$ cat src/rtl/dtp_pkg.sv
package dtp_pkg;
  // register offsets within a timer window
  localparam logic [2:0] RG_MODE  = 3'd0;
  localparam logic [2:0] RG_COUNT = 3'd1;
  localparam logic [2:0] RG_REF   = 3'd2;
  localparam logic [2:0] RG_CAP   = 3'd3;
  localparam logic [2:0] RG_EVT   = 3'd4;
  // event bit positions
  localparam int EV_REF = 0;
  localparam int EV_CAP = 1;
  // control register bit positions
  localparam int GC_JOIN = 4;
  localparam int GC_W    = 5;
endpackage

$ cat src/rtl/dtp_prescaler.sv
module dtp_prescaler #(
  parameter int PW       = 8,
  parameter int SLOW_DIV = 16
) (
  input  logic          clk,
  input  logic          rst,
  input  logic          active,
  input  logic          slow,
  input  logic [PW-1:0] div,
  output logic          tick
);
  localparam int SW = (SLOW_DIV > 1) ? $clog2(SLOW_DIV) : 1;
  localparam logic [SW-1:0] SLOW_LAST = SW'(SLOW_DIV - 1);

  logic [SW-1:0] slow_cnt;
  logic [PW-1:0] pre_cnt;
  logic          src;

  always_comb src  = slow ? (slow_cnt == SLOW_LAST) : 1'b1;
  always_comb tick = active && src && (pre_cnt >= div);

  always_ff @(posedge clk) begin
    if (rst || !active) begin
      slow_cnt <= '0;
      pre_cnt  <= '0;
    end else begin
      slow_cnt <= (slow_cnt == SLOW_LAST) ? '0 : slow_cnt + 1'b1;
      if (src) pre_cnt <= (pre_cnt >= div) ? '0 : pre_cnt + 1'b1;
    end
  end

  // with a divider above zero, two ticks are never adjacent
  a_r2_tick_gap: assert property (@(posedge clk) disable iff (rst)
    (tick && div != '0) |=> (!tick || div == '0));
endmodule

$ cat src/rtl/dtp_edge_sync.sv
module dtp_edge_sync (
  input  logic clk,
  input  logic rst,
  input  logic din,
  output logic rise
);
  logic s1, s2, s3;

  always_ff @(posedge clk) begin
    if (rst) begin
      s1 <= 1'b0;
      s2 <= 1'b0;
      s3 <= 1'b0;
    end else begin
      s1 <= din;
      s2 <= s1;
      s3 <= s2;
    end
  end

  assign rise = s2 & ~s3;

  // a detected edge lasts exactly one cycle
  a_r6_one_pulse: assert property (@(posedge clk) disable iff (rst)
    rise |=> !rise);
endmodule

$ cat src/rtl/dtp_count_pair.sv
module dtp_count_pair #(
  parameter int CW = 16
) (
  input  logic          clk,
  input  logic          rst,
  input  logic [1:0]    clr,
  input  logic [1:0]    step,
  input  logic          hi_en,
  input  logic          join_mode,
  input  logic          restart_lo,
  input  logic          restart_hi,
  input  logic [CW-1:0] ref_lo,
  input  logic [CW-1:0] ref_hi,
  input  logic [1:0]    wr,
  input  logic [CW-1:0] wdat_lo,
  input  logic [CW-1:0] wdat_hi,
  output logic [CW-1:0] cnt_lo,
  output logic [CW-1:0] cnt_hi,
  output logic [1:0]    match
);
  localparam int DW = 2 * CW;

  logic [CW-1:0] inc_lo, inc_hi;
  logic [DW-1:0] joined_nx, joined_ref;
  logic          joined_hit;

  always_comb begin
    inc_lo     = cnt_lo + 1'b1;
    inc_hi     = cnt_hi + 1'b1;
    joined_nx  = {cnt_hi, cnt_lo} + 1'b1;
    joined_ref = {ref_hi, ref_lo};
    joined_hit = joined_nx == joined_ref;
    match[0]   = join_mode ? (step[0] && joined_hit)
                           : (step[0] && inc_lo == ref_lo);
    match[1]   = !join_mode && step[1] && (inc_hi == ref_hi);
  end

  always_ff @(posedge clk) begin
    if (rst || clr[0]) begin
      cnt_lo <= '0;
    end else if (wr[0]) begin
      cnt_lo <= wdat_lo;
    end else if (step[0]) begin
      cnt_lo <= (match[0] && restart_lo) ? '0 : inc_lo;
    end
  end

  always_ff @(posedge clk) begin
    if (rst || clr[1]) begin
      cnt_hi <= '0;
    end else if (wr[1]) begin
      cnt_hi <= wdat_hi;
    end else if (join_mode) begin
      if (step[0] && hi_en)
        cnt_hi <= (match[0] && restart_lo) ? '0 : joined_nx[DW-1:CW];
    end else if (step[1]) begin
      cnt_hi <= (match[1] && restart_hi) ? '0 : inc_hi;
    end
  end

  // a held timer reads zero on the following cycle
  a_r3_lo_held: assert property (@(posedge clk) disable iff (rst)
    clr[0] |=> cnt_lo == '0);
  a_r3_hi_held: assert property (@(posedge clk) disable iff (rst)
    clr[1] |=> cnt_hi == '0);
  // a restart match loads zero
  a_r5_restart_zero: assert property (@(posedge clk) disable iff (rst)
    (match[0] && restart_lo && !clr[0] && !wr[0]) |=> cnt_lo == '0);
  // separate upper half moves only on its own step or a write
  a_r11_hi_isolated: assert property (@(posedge clk) disable iff (rst)
    (!join_mode && !clr[1] && !wr[1] && !step[1]) |=> $stable(cnt_hi));
  // a low wrap without match carries into the upper half
  a_r9_carry: assert property (@(posedge clk) disable iff (rst)
    (join_mode && step[0] && hi_en && cnt_lo == '1 && !match[0]
     && clr == 2'b00 && wr == 2'b00) |=> cnt_hi == $past(cnt_hi) + 1'b1);
endmodule

$ cat src/rtl/dual_timer_pair.sv
module dual_timer_pair #(
  parameter int CW       = 16,
  parameter int PW       = 8,
  parameter int SLOW_DIV = 16
) (
  input  logic            clk,
  input  logic            rst,
  input  logic            bus_we,
  input  logic            bus_re,
  input  logic [4:0]      bus_addr,
  input  logic [2*CW-1:0] bus_wdata,
  output logic [2*CW-1:0] bus_rdata,
  input  logic [1:0]      cap_in,
  output logic [1:0]      irq
);
  import dtp_pkg::*;

  localparam int DW      = 2 * CW;
  localparam int MW      = PW + 4;
  localparam int SLOW_B  = PW;
  localparam int RST_B   = PW + 1;
  localparam int IE_B    = PW + 2;
  localparam int CAPEN_B = PW + 3;

  logic [GC_W-1:0] gctl;
  logic [MW-1:0]   mode_q [2];
  logic [CW-1:0]   ref_q  [2];
  logic [CW-1:0]   cap_q  [2];
  logic [CW-1:0]   cnt_v  [2];
  logic [CW-1:0]   cnt_lo, cnt_hi;
  logic [1:0]      ev_ref, ev_cap;
  logic [1:0]      active, clr, tick, rise, fire, match;
  logic [1:0]      hit_t, wr_mode, wr_cnt, wr_ref, w1c;
  logic [1:0]      blk;
  logic [2:0]      sub;
  logic            hit_g, join_mode;
  logic [CW-1:0]   wdat_hi;
  logic [DW-1:0]   rd_mux;

  assign blk       = bus_addr[4:3];
  assign sub       = bus_addr[2:0];
  assign hit_g     = bus_addr == 5'd0;
  assign join_mode = gctl[GC_JOIN];
  assign cnt_v[0]  = cnt_lo;
  assign cnt_v[1]  = cnt_hi;
  assign wdat_hi   = join_mode ? bus_wdata[DW-1:CW] : bus_wdata[CW-1:0];

  always_comb begin
    active  = '0;
    clr     = '0;
    hit_t   = '0;
    wr_mode = '0;
    w1c     = '0;
    fire    = '0;
    for (int i = 0; i < 2; i++) begin
      active[i]  = gctl[2*i] & gctl[2*i+1];
      clr[i]     = ~gctl[2*i+1];
      hit_t[i]   = blk == 2'(i + 1);
      wr_mode[i] = bus_we & hit_t[i] & (sub == RG_MODE);
      w1c[i]     = bus_we & hit_t[i] & (sub == RG_EVT);
      fire[i]    = rise[i] & mode_q[i][CAPEN_B] & gctl[2*i+1];
    end
    // a joined access at the upper window also reaches the lower half
    wr_cnt[1] = bus_we & hit_t[1] & (sub == RG_COUNT);
    wr_ref[1] = bus_we & hit_t[1] & (sub == RG_REF);
    wr_cnt[0] = bus_we & (sub == RG_COUNT) & (hit_t[0] | (join_mode & hit_t[1]));
    wr_ref[0] = bus_we & (sub == RG_REF)   & (hit_t[0] | (join_mode & hit_t[1]));
  end

  for (genvar g = 0; g < 2; g++) begin : g_timer
    dtp_prescaler #(.PW(PW), .SLOW_DIV(SLOW_DIV)) u_pre (
      .clk    (clk),
      .rst    (rst),
      .active (active[g]),
      .slow   (mode_q[g][SLOW_B]),
      .div    (mode_q[g][PW-1:0]),
      .tick   (tick[g])
    );
    dtp_edge_sync u_sync (
      .clk  (clk),
      .rst  (rst),
      .din  (cap_in[g]),
      .rise (rise[g])
    );
  end

  dtp_count_pair #(.CW(CW)) u_cnt (
    .clk        (clk),
    .rst        (rst),
    .clr        (clr),
    .step       (tick),
    .hi_en      (active[1]),
    .join_mode  (join_mode),
    .restart_lo (mode_q[0][RST_B]),
    .restart_hi (mode_q[1][RST_B]),
    .ref_lo     (ref_q[0]),
    .ref_hi     (ref_q[1]),
    .wr         (wr_cnt),
    .wdat_lo    (bus_wdata[CW-1:0]),
    .wdat_hi    (wdat_hi),
    .cnt_lo     (cnt_lo),
    .cnt_hi     (cnt_hi),
    .match      (match)
  );

  always_ff @(posedge clk) begin
    if (rst) begin
      gctl   <= '0;
      ev_ref <= '0;
      ev_cap <= '0;
      irq    <= '0;
      for (int i = 0; i < 2; i++) begin
        mode_q[i] <= '0;
        ref_q[i]  <= '1;
        cap_q[i]  <= '0;
      end
    end else begin
      if (bus_we && hit_g) gctl <= bus_wdata[GC_W-1:0];
      for (int i = 0; i < 2; i++) begin
        if (wr_mode[i]) mode_q[i] <= bus_wdata[MW-1:0];
        if (wr_ref[i])  ref_q[i]  <= (i == 1) ? wdat_hi : bus_wdata[CW-1:0];
        if (fire[i])    cap_q[i]  <= cnt_v[i];
        if (clr[i]) begin
          ev_ref[i] <= 1'b0;
          ev_cap[i] <= 1'b0;
        end else begin
          ev_ref[i] <= match[i] | (ev_ref[i] & ~(w1c[i] & bus_wdata[EV_REF]));
          ev_cap[i] <= fire[i]  | (ev_cap[i] & ~(w1c[i] & bus_wdata[EV_CAP]));
        end
        irq[i] <= (ev_ref[i] & mode_q[i][IE_B]) | ev_cap[i];
      end
    end
  end

  always_comb begin
    rd_mux = '0;
    if (hit_g) rd_mux = DW'(gctl);
    for (int i = 0; i < 2; i++) begin
      if (hit_t[i]) begin
        case (sub)
          RG_MODE:  rd_mux = DW'(mode_q[i]);
          RG_COUNT: rd_mux = (i == 1 && join_mode) ? {cnt_hi, cnt_lo} : DW'(cnt_v[i]);
          RG_REF:   rd_mux = (i == 1 && join_mode) ? {ref_q[1], ref_q[0]} : DW'(ref_q[i]);
          RG_CAP:   rd_mux = DW'(cap_q[i]);
          RG_EVT:   rd_mux = DW'({ev_cap[i], ev_ref[i]});
          default:  rd_mux = '0;
        endcase
      end
    end
  end

  always_ff @(posedge clk) begin
    if (rst)         bus_rdata <= '0;
    else if (bus_re) bus_rdata <= rd_mux;
  end

  for (genvar g = 0; g < 2; g++) begin : g_chk
    // a match always leaves the reference flag set
    a_r4_match_flags: assert property (@(posedge clk) disable iff (rst)
      (match[g] && !clr[g]) |=> ev_ref[g]);
    // the reference flag stays until a one is written to it
    a_r7_ref_sticky: assert property (@(posedge clk) disable iff (rst)
      (ev_ref[g] && !clr[g] && !(w1c[g] && bus_wdata[EV_REF])) |=> ev_ref[g]);
    // irq rises only from a pending flag
    a_r8_irq_source: assert property (@(posedge clk) disable iff (rst)
      $rose(irq[g]) |-> $past(ev_ref[g] || ev_cap[g]));
    // a capture stores the count seen at the edge
    a_r6_cap_value: assert property (@(posedge clk) disable iff (rst)
      fire[g] |=> cap_q[g] == $past(cnt_v[g]));
  end
endmodule

$ cat config.mk
export PLATFORM = sky130hd
export DESIGN_NAME = dual_timer_pair
export DESIGN_NICKNAME = d
export VERILOG_FILES = /design/src/rtl/dtp_pkg.sv /design/src/rtl/dtp_prescaler.sv /design/src/rtl/dtp_edge_sync.sv /design/src/rtl/dtp_count_pair.sv /design/src/rtl/dual_timer_pair.sv
export SDC_FILE = /design/constraint.sdc
export NUM_CORES = 1
export LEC_CHECK = 0
export ABC_AREA = 1
export BUFFER_PORTS_ARGS = -buffer_cell sky130_fd_sc_hd__buf_2
export CAP_MARGIN = 5
export CORE_MARGIN = 5
export CORE_UTILIZATION = 60
export CTS_BUF_LIST = sky130_fd_sc_hd__clkbuf_16
export DETAILED_ROUTE_END_ITERATION = 16
export MAX_ROUTING_LAYER = met4
export PLACE_DENSITY = 0.79
export SLEW_MARGIN = 20
export SYNTH_ARGS = -nofsm -noshare
export SYNTH_HDL_FRONTEND = slang
export SYNTH_SLANG_ARGS = --single-unit
$ cat constraint.sdc
create_clock -name clk -period 7.2 [get_ports clk]
set_input_delay 1.08 -clock clk [delete_from_list [all_inputs] [get_ports clk]]
set_output_delay 1.08 -clock clk [all_outputs]
set_load 0.05 [all_outputs]
# --- Word level (Yosys, flattened, before mapping) ---
# Memory sizes are Yosys's and may differ from the RTL's.
# Cells that the tools add are included.
op_classes:
  n_addsub: 7
  order_cmp: 2
  n_eq_ne: 12
  n_mux: 48
  n_bitwise: 52
  n_reduce_logical: 28
op_table:
  columns: ["operator", "n"]
  rows:
  - ["$mux 16", 14]
  - ["$pmux 32 s5", 1]
  - ["$mux 32", 4]
  - ["$pmux 16 s5", 1]
  - ["$add 16x1->16 const B", 2]
  - ["$add 32x1->32 const B", 1]
  - ["$eq 16x16->1", 2]
  - ["$eq 32x32->1", 1]
  - ["$and 1x1->1", 31]
  - ["$mux 12", 2]
  - ["$mux 1", 23]
  - ["$add 8x1->8 const B", 2]
  - ["$ge 8x8->1", 2]
  - ["$mux 8", 2]
  - ["$or 1x1->1", 13]
  - ["$logic_and 1x1->1", 12]
  - ["$add 4x1->4 const B", 2]
  - ["$eq 4x4->1 const B", 2]
  - ["$not 1->1", 8]
  - ["$reduce_or 2->1", 4]
  - ["$eq 3x2->1 const B", 2]
  - ["$logic_not 5->1", 1]
  - ["$mux 5", 1]
  - ["$logic_or 1x1->1", 4]
  - ["other kinds (10)", 12]
totals:
  register_bits: 105
  mem_bits_rw: 88
  out_inout_bits: 34
  elab_cells: 171
  mem_count: 3
mem_list:
  columns: ["name", "words", "word_bits", "rd", "rd_ports_with_merged_regs", "wr", "line_no", "source"]
  rows:
  - ["cap_q", 2, 16, 2, 0, 2, "dual_timer_pair.sv:28", "logic [CW-1:0] cap_q [2];"]
  - ["ref_q", 2, 16, 2, 0, 2, "dual_timer_pair.sv:27", "logic [CW-1:0] ref_q [2];"]
  - ["mode_q", 2, 12, 2, 0, 2, "dual_timer_pair.sv:26", "logic [MW-1:0] mode_q [2];"]

# --- Depth between registers and ports, before layout ---
# Gate-level depths: netlist (run 1).
depth:
  word_depth: 11
  mapped_depth: 21
  depth_no_buf: 20

# --- Hierarchy ---
# Synthesis (run 1) repeated with hierarchy kept, for this count alone.
unflattened:
  hier_cells: 1814
  hier_area_um2: 12489.5
modules_own_cells:
  columns: ["mod", "instances", "cells_each", "area_each_um2", "seq_area_each_um2"]
  rows:
  - ["dual_timer_pair", 1, 829, 6705.2, 3503.4]
  - ["dtp_count_pair", 1, 763, 4085.2, 640.6]
  - ["dtp_prescaler", 2, 101, 763.2, 240.2]
  - ["dtp_edge_sync", 2, 10, 86.3, 60.1]

# --- Worst setup path after synthesis (run 1) ---
# OpenSTA, ideal clock, no wires.
synth_timing:
  path_type: "in2reg"
  start: "input port bus_addr[1]"
  end: "memory mode_q[0][0] in the netlist's numbering (enable)"
  setup_ps: 350
  arrival_ps: 2487
  setup_slack_ps: 4363
  path_stages: 6
  n_path_buf: 1
  path_cell_list: "nor2_1 > inv_1 > nor2_1 > clkbuf_1 > nand3_1 > nand2_1"
synth_lines:
  columns: ["item", "line_no", "source"]
  rows:
  - ["start, declared", "dual_timer_pair.sv:10", "input logic [4:0] bus_addr,"]
  - ["end, declared", "dual_timer_pair.sv:26", null]

# --- Worst setup path in the final report (run 1) ---
layout_timing:
  start: "input port bus_addr[4]"
  end: "register u_cnt.cnt_lo[11]"
layout_via:
  elab_chain_len: 5
layout_lines:
  columns: ["item", "line_no", "source"]
  rows:
  - ["$eq 2x2->1", "dual_timer_pair.sv:58", "hit_t[i] = blk == 2'(i + 1);"]
  - ["$and 1x1->1", "dual_timer_pair.sv:66", "wr_cnt[0] = bus_we & (sub == RG_COUNT) & (hit_t[0] | (join_mode & hit_t[1]));"]
  - ["$or 1x1->1 (*)", "dual_timer_pair.sv:66", null]
  - ["$and 1x1->1 (*)", "dual_timer_pair.sv:66", null]
  - ["$mux 16 / $reduce_bool 2->1 (equally long branches)", null, null]
  - ["end signal, assigned", "dtp_count_pair.sv:42", "cnt_lo <= wdat_lo;"]
  - ["end signal, assigned", "dtp_count_pair.sv:44", "cnt_lo <= (match[0] && restart_lo) ? '0 : inc_lo;"]
  - ["end, declared", "dtp_count_pair.sv:17", "output logic [CW-1:0] cnt_lo,"]
# Mark *: on every way between the ends. The rest lies on a longest branch, timed or not.
# A chain may end at the register's enable or synchronous reset.

==> summary.md, run 1 <==
| Metric | Value |
|---|---|
| Worst EP required | `approximately 7.5 ns` |
| Share of cells above drive strength 1 | `about a tenth` |
| Slowest-stage cell, CP | `nand3_1` |
| Synth Cell Area | `11,220 um^2` |
| Crit path arrival time | `4.36 ns` |
| 1st-iter DRT viols | `between 1,500 and 2,000` |
| Reg2reg start | `gctl[4]` |
| Synth unique cells | `50` |
| Slew @ Worst Pin | `around 1 ns` |
| Synth warn | `0` |
| Die X | `about 150 um` |
| WHS Path Cells | `2` |
| Largest net degree at the start of global routing | `65` |
| Clock Sinks | `193` |
| Vias in the first global route | `just over 10,000` |
| Initial core utilization | `around three fifths` |
| Placed cell count | `1,818` |
| WHS Endpoint | `g_timer[0].u_sync.s2` |
| Clock tree root driver cell | `clkbuf_16` |
| Hold Vio Cnt, Final | `0` |
| Global placer's final weighted congestion | `1.033` |
| Hold Path Class | `flop to flop` |
| CP Max Fanout | `17` |
| Total Neg Setup Slack | `0 ns` |
| P&R area growth vs syn | `9.625%` |
| Fin cells | `1,850` |
| Post_cts resized | `0` |
| Met3 WL post-DR | `4111 um` |
| TritonCTS clock tree | `built` |
| H-tree levels | `4` |
| Worst Path Class, Setup | `primary input to flop` |
| Worst-case reg-to-reg path depth | `8` |
| Most common cell on crit path | `inv_1` |
| Synth Net Count | `about 1,600` |
| DRT Pass-1 Iters | `7` |
| Pwr Density | `roughly 190 nW/um^2` |
| Via density | `6.037` |
| Number of synthesized flops with an enable pin | `88` |
| Max-Cap Viols | `0` |
| Highest routed metal layer | `met4` |
| Max Buffers Root-to-Sink | `2` |
| Reg-to-reg endpoint | `u_cnt.cnt_lo[11]` |
| Design area | `12,300 um^2` |
| Post-synth top flop | `dfxtp_1` |
| Fillers | `approximately 1,700` |
| Final WL | `36,860 um` |
| FF+latch count, synth | `193` |
| Core box area | `18,580 um^2` |
| Post-CTS setup buffer count | `0` |
| Ys async rst share | `0%` |
| Relative slew slack | `32.87%` |
| CTS clk-pin slew, worst paths | `0.08 ns` |
| VDD IR-drop max | `0.0001659 V` |
| GRT Residual Overflow | `0` |
| DP HPWL | `approximately 27,000 um` |
| Fmax | `249.0 MHz` |
| DR vias | `11,170` |
| Register area share after synthesis | `42.29%` |
| Status | `finished clean` |
| Drt drc | `0` |
| Worst hold start | `g_timer[0].u_sync.s1` |
| Final Setup Violations | `0` |
| Buffers on Ports | `76` |
| # diodes | `0` |
| Overall routing resource usage | `34.98%` |
| First-pass GRT wire length | `56,770 um` |
| Fin crit period | `4.016 ns` |
| Met1 Wirelength | `around 15,000 um` |
| I/O Pins | `77` |
| RSZ-0062 raised after global routing | `false` |
| Post-CTS Hold Buffers | `0` |
| Final period utilization | `between 50% and 60%` |
| Worst setup EP type | `flop` |
| DR WL/cell | `19.92 um` |
| FP Rows | `50` |
| Die ar. | `21,530 um^2` |
| Fin. max-slew vios | `0` |
| Bufs and invs on worst path | `3` |
| Die height | `around 150 um` |
| R2r setup slk | `about 3.2 ns` |
| Final ANT Viol Nets | `0` |
| Tot Pwr | `0.002284 W` |
| Crit start category | `primary input` |
| Clock skew | `between 0.01 and 0.015 ns` |
| CP peak stage delay | `~0.82 ns` |
| CP delay by family, top | `simple AND/OR/NAND/NOR gates` |
| Leak | `4.850 nW` |
| Post-DP Area | `between 10,000 and 15,000 um^2` |
| Critical-path cell list | `buf_2, inv_1, nor2_2, inv_1, o21bai_1, nand3_1, nand2_1, o22ai_1, o21a_1` |
| Syn Inst Count | `between 1,500 and 2,000` |
| Worst-skew pair later-pin latency | `0.45 ns` |
| Avg Inst Size Synth | `between 7 and 8 um^2` |
| Total CTS buffers | `17` |
| Antenna violations before repair | `0` |
| Routed wl met2 | `16,270 um` |
| Post-layout util | `66.19%` |
| Nets | `1,668` |
[registers in the layout, indices dropped and copies added, names as in the netlist]
signal                  cells
bus_rdata                  32
irq                         2
ev_ref                      2
cap_q                      32
ev_cap                      2
mode_q                     24
gctl                        5
ref_q                      32
g_timer.u_sync.s1           2
g_timer.u_pre.pre_cnt      16
u_cnt.cnt_lo               16
g_timer.u_pre.slow_cnt      8
g_timer.u_sync.s2           2
g_timer.u_sync.s3           2
u_cnt.cnt_hi               16
[logic make-up after synthesis]
family	count (synthesis)	synth area share, %
xor+xnor	33	2.822
flops	193	42.29
compound gates	305	15.99
simple gates	785	28.99
buf+inv	218	7.450
fa+ha+maj	22	2.454
[synth_stat cells, types with 3 or more instances]
cell type / n / area [um^2]
a31o_2: 5 / 43.79
xor2_1: 26 / 227.7
o21ai_1: 9 / 45.04
ha_1: 22 / 275.3
a22o_1: 4 / 35.03
o22ai_1: 43 / 269.0
nor2_1: 187 / 701.9
inv_1: 155 / 581.8
o211ai_1: 16 / 120.1
o2111ai_1: 5 / 43.79
a22oi_1: 8 / 60.06
a41oi_1: 5 / 43.79
nand3b_1: 5 / 37.54
xnor2_1: 5 / 43.79
o21ai_0: 65 / 325.3
nand2_1: 455 / 1708
a21oi_1: 124 / 620.6
edfxtp_1: 88 / 2643
nand2_2: 7 / 43.79
nor3_1: 6 / 30.03
nand3_1: 87 / 435.4
buf_2: 5 / 25.02
a221oi_1: 3 / 26.28
nand4_1: 10 / 62.56
inv_2: 5 / 18.77
dfxtp_1: 105 / 2102
buf_4: 3 / 22.52
buf_1: 4 / 15.01
o21a_1: 7 / 52.55
nor2_2: 14 / 87.58
o221a_2: 3 / 33.78
nor2_4: 5 / 56.30
clkbuf_1: 44 / 165.2
[per-layer routing]
layer	global-route usage [%]	vias to the layer above
met1	45.98	5090
met3	8.452	124
met4	14.11	0
li1	-	5257
met2	52.32	697
met5	-	-
[metrics by stage]
stage / setup WS, ns / hold slack, ns
3_3_place_gp: 2.952 / 0.3981
6_report: 3.184 / 0.4159
3_5_place_dp: 2.800 / 0.4131
2_1_floorplan: 4.363 / 0.3883
4_1_cts: 3.223 / 0.4213
5_1_grt: 2.931 / 0.4471
[report_power, final]
| part | leakage, nW | total [W] | switching [W] | internal (W) |
|---|---|---|---|---|
| clock | 0.280 | 0.000923 | 0.000469 | 0.000453 |
| combinational | 2.89 | 0.000173 | 0.000131 | 0.0000421 |
| sequential | 1.68 | 0.00119 | 0.0000180 | 0.00117 |
[worst max-delay path by stage]
stage | from | to | slack (ns) | cells after the start
6_report | bus_addr[4] | u_cnt.cnt_lo[11] | 3.18 | 9
3_3_place_gp | bus_addr[1] | gctl[2] | 2.95 | 8
5_1_grt | bus_addr[4] | u_cnt.cnt_lo[11] | 2.93 | 9
3_5_place_dp | bus_addr[1] | gctl[1] | 2.80 | 8
2_1_floorplan | bus_addr[1] | mode_q[0][0] | 4.36 | 6
4_1_cts | bus_addr[1] | gctl[4] | 3.22 | 8
[worst min-delay path: stages, from the launching register on]
cell	delay (ns)
dfxtp_1	0.30
inv_1	0.05
nor2_1	0.03
[cell type report]
class                           count  area, um^2  share of cell area, %
Multi-Input combinational cell   1145        5660                  46.03
Sequential cell                   193        4745                  38.58
Inverter                          162       608.1                  4.945
Timing Repair Buffer               84       440.4                  3.581
Clock buffer                       17       425.4                  3.459
Tap cell                          234       292.8                  2.381
Clock inverter                     15       126.4                  1.028
[placed cells by master (no fill, tap or decap), types with 5 or more instances in the layout]
cell / count
nand3_1: 87
ha_1: 22
nor2_2: 15
inv_1: 156
a22oi_1: 8
inv_2: 6
dfxtp_1: 105
nor2_4: 5
buf_2: 76
nor3_1: 5
xor2_1: 26
nand2_1: 455
nand4_1: 10
xnor2_1: 5
nor2_1: 186
o21ai_0: 65
clkbuf_16: 17
a21oi_1: 123
buf_4: 8
edfxtp_1: 88
a31o_2: 5
nand2_2: 7
o211ai_1: 16
nand3b_1: 5
o2111ai_1: 5
o21ai_1: 8
a41oi_1: 5
o22ai_1: 43
o21a_1: 7
Power figures use the tool's default switching activity.
==> run 2, diff against run 1 <==
Clock period 7.2 ns to 3.81 ns, I/O delays scaled along.
==> summary.md, run 2 (synthesis results as in run 1) <==
| Metric | Value |
|---|---|
| Status | `finished clean` |
| Max Buffers Root-to-Sink | `2 (unchanged)` |
| DR vias | `11,360 (+1.7%)` |
| Post-DP Area | `11,840 um^2 (+0.83%)` |
| DR WL/cell | `20.54 um (+3.1%)` |
| Crit start category | `flop` |
| Post_cts resized | `0 (unchanged)` |
| DP HPWL | `28,380 um (+3.4%)` |
| Hold Path Class | `primary input to flop` |
| DRT Pass-1 Iters | `6 (-1)` |
| Bufs and invs on worst path | `1 (-2)` |
| P&R area growth vs syn | `10.91%` |
| Total Neg Setup Slack | `0 ns (unchanged)` |
| Initial core utilization | `60.38% (unchanged)` |
| CP peak stage delay | `0.45 ns (-0.37 ns)` |
| Slew @ Worst Pin | `1.109 ns (+0.1044 ns)` |
| Post-CTS Hold Buffers | `0 (unchanged)` |
| Core box area | `18,580 um^2 (unchanged)` |
| VDD IR-drop max | `0.0002986 V (+80%)` |
| CTS clk-pin slew, worst paths | `0.08 ns (about the same)` |
| WHS Path Cells | `3 (+1)` |
| Via density | `6.090 (+0.88%)` |
| Leak | `4.932 nW (+1.7%)` |
| Clock skew | `0.01762 ns (+0.005343 ns)` |
| Die ar. | `21,530 um^2 (unchanged)` |
| Design area | `12,440 um^2 (+1.2%)` |
| 1st-iter DRT viols | `1,439 (-14%)` |
| Max-Cap Viols | `0 (unchanged)` |
| Dpl ws | `0.6666 ns (-2.133 ns)` |
| First-pass GRT wire length | `57,920 um (+2.0%)` |
| Global placer's final weighted congestion | `1.002 (-3.0%)` |
| Overall routing resource usage | `35.85% (+0.87 points)` |
| CP Depth | `20 (+11)` |
| Buffers on Ports | `76 (unchanged)` |
| CP delay by family, top | `simple AND/OR/NAND/NOR gates` |
| Largest net degree at the start of global routing | `64 (-1.5%)` |
| Post-layout util | `66.96% (+0.77 points)` |
| Final worst setup slack | `0.5496 ns (-2.635 ns)` |
| Most common cell after layout, fill and taps aside | `nand2_1` |
| Worst hold start | `cap_in[0]` |
| Final period utilization | `85.58%` |
| Final ANT Viol Nets | `0 (unchanged)` |
| Placed cell count | `1,832 (+0.77%)` |
| Hold Vio Cnt, Final | `0 (unchanged)` |
| Drt drc | `0 (unchanged)` |
| Worst Path Class, Setup | `flop to flop` |
| CP Max Fanout | `17 (unchanged)` |
| Worst-skew pair later-pin latency | `0.45 ns (about the same)` |
| Vias in the first global route | `10,170 (-0.79%)` |
| Post-CTS setup buffer count | `0 (unchanged)` |
| Fin. max-slew vios | `0 (unchanged)` |
| Fin cells | `1,865 (+0.81%)` |
| Worst EP required | `4.12 ns (-3.42 ns)` |
| Clock tree root driver cell | `clkbuf_16` |
| H-tree levels | `4 (unchanged)` |
| Most common cell on crit path | `nand2_1` |
| Antenna violations before repair | `1 (+1)` |
| Share of cells above drive strength 1 | `10.98% (+0.71 points)` |
| GRT Residual Overflow | `0 (unchanged)` |
| Relative slew slack | `26.05% (-6.8 points)` |
| Die X | `146.7 um (unchanged)` |
| Fin crit period | `between 3 and 4 ns` |
| Worst setup EP type | `flop` |
| RSZ-0062 raised after global routing | `false` |
| Final Setup Violations | `0 (unchanged)` |
| R2r setup slk | `0.55 ns (-2.69 ns)` |
| TritonCTS clock tree | `built` |
| Fmax | `around 310 MHz` |
| Die height | `146.7 um (unchanged)` |
| Crit path arrival time | `3.57 ns (-0.79 ns)` |
| Final WL | `38,300 um (+3.9%)` |
| Worst-case reg-to-reg path depth | `20 (+12)` |
| Critical Path Start | `u_cnt.cnt_lo[0]` |
| Largest regs | `bus_rdata: 32 flops, cap_q: 32 flops, ref_q: 32 flops` |
| Clock Sinks | `193 (unchanged)` |
| Nets | `1,682 (+0.84%)` |
| Critical-path cell list | `ha_1, nand2_2, nor2_4, nand2_2, nor2_1, nand2_1, nand2_1, nand2_1, nand2_1, nand2_1, nor2_1, nand2_1, nor2_1, nand2_1, nand2_2, nand3_4, nand2_2, inv_2, nand2_1, a21oi_1` |
| I/O Pins | `77 (unchanged)` |
| Total CTS buffers | `17 (unchanged)` |
| FP Rows | `50 (unchanged)` |
| Pwr Density | `356.6 nW/um^2 (+92%)` |
| Reg2reg start | `u_cnt.cnt_lo[0]` |
| Slowest-stage cell, CP | `dfxtp_1` |
| Commonest cells after routing, fill and taps aside | `nand2_1, nor2_1, inv_1` |
## run 2: power by group
| part | internal [W] | switching [W] | total, W | leakage [nW] |
|---|---|---|---|---|
| Clock | 0.000936 | 0.000917 | 0.00185 | 0.293 |
| Combinational | 0.0000861 | 0.000252 | 0.000338 | 2.96 |
| Sequential | 0.00221 | 0.0000353 | 0.00225 | 1.68 |
| Total | 0.00323 | 0.00120 | 0.00444 | 4.93 |
## run 2: final cells by class
class	instances	area, um^2
multi-input cells	1145	5650
repair buffers	98	545.5
diodes	1	2.502
inverters	162	608.1
flip-flops and latches	193	4745
clock inverters	15	172.7
fillers	1627	6138
well taps	234	292.8
clock buffers	17	425.4
## run 2: through the flow
stage,hold WS (ns),total power [W]
6_report,0.3247,0.004436
5_1_grt,0.3128,0.004551
4_1_cts,0.3241,0.004419
3_5_place_dp,0.4061,0.002618
3_3_place_gp,0.4020,0.002615
2_1_floorplan,0.3883,0.002473
## run 2: routing by layer
| metal | part of all wire, % | global-route usage [%] | vias to the layer above |
|---|---|---|---|
| met5 | 0 | - | - |
| met4 | 4.4 | 13.97 | 0 |
| met3 | 11 | 6.447 | 119 |
| met2 | 43 | 53.03 | 732 |
| met1 | 41 | 49.23 | 5207 |
| li1 | - | - | 5300 |
## run 2: final timing paths
kind	endpoint
worst max-delay path	u_cnt.cnt_lo[9]
worst min-delay path	g_timer[0].u_sync.s1
worst max register to register	u_cnt.cnt_lo[9]
worst min register to register	g_timer[0].u_sync.s2
## run 2: tightest hold or removal path, delay by kind of cell
kind	cells	cell delay, ns
buffers and inverters	2	0.13
and+or+nand+nor	1	0.03
==> run 3, diff against run 2 <==
Settings changed: PLACE_DENSITY 0.79 to 0.88.
==> summary.md, run 3 (synthesis results as in run 1) <==
| Metric | Value |
|---|---|
| Share of cells above drive strength 1 | `10.88% (-0.10 points)` |
| Worst Path Class, Setup | `flop to flop` |
| Post-DP Area | `11,820 um^2 (-0.19%)` |
| Slowest-stage cell, CP | `dfxtp_1` |
| DRT Pass-1 Iters | `8 (+2)` |
| Max-Cap Viols | `0 (unchanged)` |
| R2r setup slk | `0.53 ns (-0.02 ns)` |
| FP Rows | `50 (unchanged)` |
| Final Setup Violations | `0 (unchanged)` |
| 1st-iter DRT viols | `1,770 (+23%)` |
| CTS clk-pin slew, worst paths | `0.08 ns (about the same)` |
| Sequential share of power | `50.1% (-0.5 points)` |
| Worst EP required | `4.13 ns (about the same)` |
| Fin crit period | `3.280 ns (+0.01913 ns)` |
| Design area | `12,440 um^2 (unchanged)` |
| Post-CTS setup buffer count | `0 (unchanged)` |
| Largest net degree at the start of global routing | `64 (unchanged)` |
| Int Power | `0.003235 W (about the same)` |
| WHS Path Cells | `3 (unchanged)` |
| VDD IR-drop max | `0.0003401 V (+14%)` |
| P&R area growth vs syn | `10.91% (unchanged)` |
| RSZ-0062 raised after global routing | `false` |
| CP Max Fanout | `17 (unchanged)` |
| Via density | `6.105 (+0.25%)` |
| Most common cell on crit path | `nand2_1` |
| Overall routing resource usage | `36.37% (+0.52 points)` |
| Net Switching | `0.001241 W (+3.1%)` |
| Die X | `146.7 um (unchanged)` |
| Final period utilization | `86.08% (+0.50 points)` |
| Most common cell after layout, fill and taps aside | `nand2_1` |
| Buffers on Ports | `76 (unchanged)` |
| Crit path arrival time | `3.60 ns (+0.03 ns)` |
| Logic pwr share | `7.5% (about the same)` |
| Commonest cells after routing, fill and taps aside | `nand2_1, nor2_1, inv_1` |
| Critical-path cell list | `ha_1, nand2_2, nor2_4, nand2_2, nor2_1, nand2_1, nand2_1, nand2_1, nand2_1, nand2_1, nor2_1, nand2_1, nor2_1, nand2_1, nand2_2, nand3_4, nand2_2, inv_2, nand2_1, a21oi_1` |
| Switching share of power | `27.73% (+0.59 points)` |
| Part of the power in the clock network | `42.4% (+0.6 points)` |
| Worst-skew pair later-pin latency | `0.45 ns (about the same)` |
| Relative slew slack | `28.22% (+2.2 points)` |
| DR vias | `11,360 (+0.035%)` |
| Status | `finished clean` |
| Largest regs | `bus_rdata: 32 flops, cap_q: 32 flops, ref_q: 32 flops` |
| I/O Pins | `77 (unchanged)` |
| Max Buffers Root-to-Sink | `2 (unchanged)` |
| Worst-case reg-to-reg path depth | `20 (unchanged)` |
| Final ANT Viol Nets | `0 (unchanged)` |
| Total Neg Setup Slack | `0 ns (unchanged)` |
| Die height | `146.7 um (unchanged)` |
| Fin. max-slew vios | `0 (unchanged)` |
| H-tree levels | `4 (unchanged)` |
| Clock Sinks | `193 (unchanged)` |
| Global placer's final weighted congestion | `0.9948 (-0.69%)` |
| Clock skew | `0.01055 ns (-0.007067 ns)` |
| Drt drc | `0 (unchanged)` |
| Hold Path Class | `primary input to flop` |
| Pwr Density | `359.7 nW/um^2 (+0.88%)` |
| Initial core utilization | `60.38% (unchanged)` |
| CP peak stage delay | `0.47 ns (+0.02 ns)` |
| Slew @ Worst Pin | `1.073 ns (-0.03633 ns)` |
| Antenna violations before repair | `0 (-1)` |
| Post-CTS Hold Buffers | `0 (unchanged)` |
| # diodes | `0 (-1)` |
| Total CTS buffers | `17 (unchanged)` |
| Nets | `1,679 (-0.18%)` |
| DR WL/cell | `20.81 um (+1.3%)` |
| Core box area | `18,580 um^2 (unchanged)` |
| Post_cts resized | `0 (unchanged)` |
| Clock tree root driver cell | `clkbuf_16` |
| GRT Residual Overflow | `0 (unchanged)` |
| Crit start category | `flop` |
| First-pass GRT wire length | `59,160 um (+2.1%)` |
| Die ar. | `21,530 um^2 (unchanged)` |
| TritonCTS clock tree | `built` |
| Hold Vio Cnt, Final | `0 (unchanged)` |
| Fmax | `304.9 MHz (-0.58%)` |
| Leak | `4.929 nW (about the same)` |
| DP HPWL | `28,670 um (+1.0%)` |
| Worst setup EP type | `flop` |
| Vias in the first global route | `10,540 (+3.7%)` |
| Final WL | `38,730 um (+1.1%)` |
run 3: changes by cell type in the layout (fill, tap and decap cells not counted):
cell and change:
buf_4 -3, bufinv_16 -1, clkbuf_16 +1, clkinv_2 -1, clkinv_4 -3, clkinvlp_4 -1, diode_2 -1, inv_1 -1
inv_12 +3, inv_4 +2, inv_8 +1
run 3: power by group through the flow:
stage          clock network, W  logic, W  registers (W)
3_5_place_dp                  0  0.000322        0.00229
6_report                0.00190  0.000334        0.00224
4_1_cts                 0.00190  0.000325        0.00224
5_1_grt                 0.00200  0.000355        0.00225
3_3_place_gp                  0  0.000318        0.00229
2_1_floorplan                 0  0.000164        0.00231
run 3: critical path, delay by kind of cell, from the launching register on:
kind                     cells  cell delay [ns]
AND/OR/NAND/NOR             17             2.20
flip-flops                   1             0.47
adder cells (fa/ha/maj)      1             0.24
buffers and inverters        1             0.15
AO/OA/AOI/OAI                1             0.06
run 3: worst paths after layout:
check                  startpoint                    to
max reg2reg       u_cnt.cnt_lo[0]       u_cnt.cnt_lo[1]
max               u_cnt.cnt_lo[0]       u_cnt.cnt_lo[1]
min                     cap_in[1]  g_timer[1].u_sync.s1
min reg2reg  g_timer[0].u_sync.s1  g_timer[0].u_sync.s2
run 3: per-stage QoR:
| step | setup WS [ns] | total power, W | cells | hold slack (ns) | util (%) |
|---|---|---|---|---|---|
| 2_1_floorplan | 1.454 | 0.002473 | 1556 | 0.3883 | - |
| 3_3_place_gp | 0.6334 | 0.002605 | 1829 | 0.4013 | 63.61 |
| 3_5_place_dp | 0.6005 | 0.002611 | 1829 | 0.3939 | 63.61 |
| 4_1_cts | 0.5768 | 0.004471 | 1861 | 0.3261 | 66.96 |
| 5_1_grt | 0.2419 | 0.004600 | 1861 | 0.3398 | 66.96 |
| 6_report | 0.5304 | 0.004476 | 1861 | 0.3328 | 66.96 |
run 3: cell type report:
class                   instances  area [um^2]
multi-input cells            1145         5650
clock inverters                14        172.7
well taps                     234        292.8
inverters                     162        608.1
repair buffers                 95        523.0
fillers                      1664         6138
clock buffers                  18        450.4
flip-flops and latches        193         4745
run 3: per-layer routing:
| metal | track usage, % | routed length (um) |
|---|---|---|
| met3 | 7.804 | 4606 |
| met4 | 13.45 | 1591 |
| met2 | 55.70 | 17230 |
| met1 | 47.81 | 15300 |
| met5 | - | 0 |
